### src/rtl/rx_buf_flags.sv
module rx_buf_flags #(
  parameter int DW = 8,
  parameter int SW = 8,
  parameter int FULL_BIT = 6,
  parameter int OVR_BIT = 5
) (
  input  logic          clk,
  input  logic          rst_n,
  input  logic          standby,
  input  logic          rx_done,
  input  logic          rx_err,
  input  logic [DW-1:0] rx_byte,
  input  logic          rx_en,
  input  logic          sync_mode,
  input  logic          stat_rd,
  input  logic          stat_wr,
  input  logic [SW-1:0] stat_wdata,
  input  logic          dma_rd,
  output logic [DW-1:0] data_out,
  output logic [SW-1:0] stat_out,
  output logic          rx_allow,
  output logic          tx_inhibit
);
  logic full_q, ovr_q, arm_full_q, arm_ovr_q;
  logic [DW-1:0] data_q;

  wire full_clr = dma_rd | (stat_wr & ~stat_wdata[FULL_BIT] & arm_full_q);
  wire ovr_clr  = stat_wr & ~stat_wdata[OVR_BIT] & arm_ovr_q;
  wire take     = rx_done & ~rx_err & rx_allow;
  wire load     = take & (~full_q | full_clr);
  wire lost     = take & full_q & ~full_clr;

  logic unused_wdata;
  assign unused_wdata = &{1'b0, stat_wdata};

  always_ff @(posedge clk) begin
    if (!rst_n) begin
      data_q     <= '0;
      full_q     <= 1'b0;
      ovr_q      <= 1'b0;
      arm_full_q <= 1'b0;
      arm_ovr_q  <= 1'b0;
    end else if (standby) begin
      full_q     <= 1'b0;
      ovr_q      <= 1'b0;
      arm_full_q <= 1'b0;
      arm_ovr_q  <= 1'b0;
    end else begin
      if (load) data_q <= rx_byte;
      full_q     <= load | (full_q & ~full_clr);
      ovr_q      <= lost | (ovr_q & ~ovr_clr);
      arm_full_q <= (stat_wr | dma_rd) ? 1'b0 : (arm_full_q | (stat_rd & full_q));
      arm_ovr_q  <= stat_wr ? 1'b0 : (arm_ovr_q | (stat_rd & ovr_q));
    end
  end

  always_comb begin
    stat_out = '0;
    stat_out[FULL_BIT] = full_q;
    stat_out[OVR_BIT]  = ovr_q;
  end

  assign data_out   = data_q;
  assign rx_allow   = rx_en & ~ovr_q & ~standby;
  assign tx_inhibit = sync_mode & ovr_q;
endmodule

### config.mk
export PLATFORM = sky130hd
export DESIGN_NAME = rx_buf_flags
export DESIGN_NICKNAME = d
export VERILOG_FILES = /design/src/rtl/rx_buf_flags.sv
export SDC_FILE = /design/constraint.sdc
export NUM_CORES = 1
export LEC_CHECK = 0
export BUFFER_PORTS_ARGS = -buffer_cell sky130_fd_sc_hd__buf_2
export CORE_MARGIN = 2
export CORE_UTILIZATION = 41
export CTS_CLUSTER_SIZE = 40
export DETAILED_ROUTE_END_ITERATION = 6
export GPL_TIMING_DRIVEN = 0
export PLACE_DENSITY = 0.85
export SYNTH_ARGS = -nofsm -noshare
export SYNTH_HDL_FRONTEND = slang
export SYNTH_SLANG_ARGS = --single-unit
### constraint.sdc
create_clock -name clk -period 2.81 [get_ports clk]
set_input_delay 0.562 -clock clk [delete_from_list [all_inputs] [get_ports clk]]
set_output_delay 0.562 -clock clk [all_outputs]
set_load 0.05 [all_outputs]
## Word level (Yosys, flattened, before mapping)

Cells that the tools add are included.

- Bits of input ports: 26
- Flip-flop bits (word level): 12
- Output and inout port bits: 18
- Word-level logic and storage cells: 41

- Bitwise logic cells: 32
- Reduce and logical (&&, ||, !) cells: 4

Operator list:

| kind | count |
|---|---|
| 1-bit AND | 16 |
| 1-bit NOT | 9 |
| 1-bit OR | 7 |
| 3-bit OR reduction | 2 |
| 2-bit AND reduction | 1 |
| 2-bit OR reduction | 1 |

## Longest topological paths before layout

- Word-level depth: 7
- Gate-level depth with buffers: 4
- Gate-level depth less buffers: 4

## Least setup slack after synthesis

No wires, ideal clock.

- Kind: input to output
- From: input port standby
- To: output port rx_allow
- Data arrival time: 1.307 ns
- Buffers on the path: 0
- Path slack: 0.941 ns
- Data required time: 2.248 ns
- Stages on the path: 2
- Cell sequence: or3b_4 inv_1

- Longest elaborated chain between the ends: 2

RTL lines:

| item | RTL line | text |
|---|---|---|
| start, declared | 9 | `input logic standby,` |
| 1-bit NOT | 64 | `assign rx_allow = rx_en & ~ovr_q & ~standby;` |
| 1-bit AND | 64 |  |
| end, declared | 21 | `output logic rx_allow,` |

Every way passes these cells.

## Final worst setup path

Same ends and word-level chain as after synthesis.

==> results.md <==
* Initial antenna violation count at 0
* First drt pass iteration count at 4
* Worst Reg-to-Reg Cells at 3
* Setup crit start: standby
* Worst hold path depth at 2
* Hold Fails Final Rpt at 0
* Final-report max-slew violation count at 0
* # IOs at 44
* Final WL at roughly 1.2 mm
* Slew headroom at 0.494
* Count of final setup violators at 0
* CTS root buffer: clkbuf_4
* Nets at 133
* Htree depth at 1
* Critical Path Sink Type: primary output
* Port Buffers at 30
* Total track usage at 0.149
* Setup repair bufs after CTS at 0
* DRC at 0
* Row cnt at 13
* Clock Latency Late Sink at 260 ps
* Syn avg cell area at approximately 9 um2
* WHS Endpoint: data_out[6]$_SDFFE_PN0P_
* Peak Freq at 0.498 GHz
* Wire per inst at around 10 um
* Post-Syn Area at about 600 um2
* Worst min path class: reg -> reg
* Final instance area at 811 um2
* Avg Vias per Cell at between 4 and 5
* Placed Area at around 790 um2
* First-pass GRT wire length at around 2.1 mm
* Core Area at 1330 um2
* Startpoint Class: input port
* Hold Path Origin: data_out[6]$_SDFFE_PN0P_
* Gpl congestion at ~0.85
* Synth Register Bits at 12
* GRT Residual Overflow at 0
* Drt initial violations at 8
* Die H at 42.3 um
* Register area share after synthesis at 0.400
* Minimum hold slack at 458 ps
* Cts repair resizes at 0
* Arr. time, crit path at 1450 ps
* Ys Warns at 0
* R2r setup slk at 1130 ps
* Outcome: finished clean
* Unrepaired setup endpoints after global routing: no
* Distinct cells, synth at 20
* Number of max-cap violations at 0
* Utilization after layout at 0.608
* Leak at between 0.4 and 0.5 nW
* Max VDD drop at between 0.0002 and 0.00025 V
* Synth area leaders: dfxtp_1 40%, mux2i_1 13%, nand2_1 11%, buf_4 10%, a2111oi_4 4.6%
* Antenna Cells at 0
* Setup TNS at 0 ps
* Die Footprint at ~1800 um2
* Chip width at roughly 42 um
* Power Dens Cells at 429 nW/um2
* Number of global-route vias before repair at 524
* Initial Utilization at 0.450
* Worst-case clock buffer depth at 2
* CTS tree: yes
* Data required, critical path at 2250 ps
* R2R Path Start: ovr_q$_SDFF_PP0_
* Setup CP Type: in -> out
* Worst Tran Pin Value at between 700 and 800 ps
* Period utilization at 0.714
* Leading area contributor after synthesis: dfxtp_1
* Via count at approximately 540
* Post-layout min period at around 2000 ps
* Crit path max fanout at 3
* Area growth from synthesis to layout at 35.0%
* Capture point of the worst reg-to-reg path: data_out[4]$_SDFFE_PN0P_
* Post-route ant nets at 0
* Clock Sinks at 12
* Number of buffers created by CTS at 3
* Final Skew at between 0.5 and 0.6 ps
* HPWL after DPL at 1.01 mm
* Clk slew on worst S/H paths at roughly 70 ps
* Synthesized instance count at 67
* # hold bufs at CTS at 0
* Pin count of the biggest net entering global routing at 11
* Top-area cell type share of the netlist area at 0.400
* Tot Pwr at around 0.35 mW
* Share of layout cells above drive strength 1 at 0.438
[cell families after synthesis]
| family | synth area share |
|---|---|
| buffers and inverters | 0.125 |
| other | 0.00624 |
| and+or+nand+nor | 0.244 |
| AOI/OAI and AO/OA | 0.0917 |
| DFF | 0.400 |
| muxes | 0.133 |
[cell usage in the layout, fill, tap and decap left out, drive strengths merged, types with 2 or more instances in the layout]
cell and count:
mux2i 8, a21oi 3, nand2 17, conb 6
dfxtp 12, inv 2, nor2 2, clkbuf 5
buf 38, nor2b 2
[report_power, final]
group          internal (mW)  switching (mW)
clock                 0.0495          0.0514
sequential             0.173         0.00131
combinational         0.0253          0.0476
[cell usage after synthesis, drive strengths merged]
cell type / n
a2111oi: 1
a21oi: 3
a22oi: 1
and2: 1
buf: 8
clkbuf: 2
conb: 1
dfxtp: 12
inv: 2
mux2i: 8
nand2: 17
nand2b: 1
nand3b: 1
nand4: 1
nor2: 2
nor2b: 2
nor3: 1
o21ai: 1
or2: 1
or3b: 1
[per-layer routing]
| metal | GRT usage | up-vias | part of all wire |
|---|---|---|---|
| met5 | 0 | - | 0 |
| met4 | 0.0563 | 0 | 0 |
| li1 | - | 284 | - |
| met3 | 0.0302 | 0 | 0.073 |
| met2 | 0.280 | 24 | 0.52 |
| met1 | 0.161 | 234 | 0.40 |
[how the worst max path moves through the flow]
stage                                     to  slack, ps
detailed placement  data_out[4]$_SDFFE_PN0P_        740
global route                        rx_allow        770
floorplan                           rx_allow        940
global placement    data_out[1]$_SDFFE_PN0P_        790
CTS                                 rx_allow        800
finish                              rx_allow        800
[per-stage QoR]
| stage | worst slack, ps | cells |
|---|---|---|
| floorplan | 941 | 72 |
| global placement | 790 | 117 |
| detailed placement | 741 | 117 |
| CTS | 800 | 120 |
| global route | 766 | 120 |
| finish | 803 | 120 |
[critical path, stage by stage]
cell	delay (ps)
buf_2	110
or3b_4	410
inv_1	100
buf_2	270
[sequential cells by signal, indices dropped and copies added (netlist names)]
| signal | flops |
|---|---|
| arm_full_q | 1 |
| full_q | 1 |
| arm_ovr_q | 1 |
| ovr_q | 1 |
| data_out | 8 |
[final cells by class]
type / instances / area [um2]
Buffer: 10 / 67.6
Timing Repair Buffer: 30 / 150
Sequential cell: 12 / 240
Tap cell: 15 / 18.8
Fill cell: 123 / 523
Inverter: 2 / 7.51
Clock buffer: 3 / 22.5
Multi-Input combinational cell: 48 / 304
(Power assumes the default switching activity.)
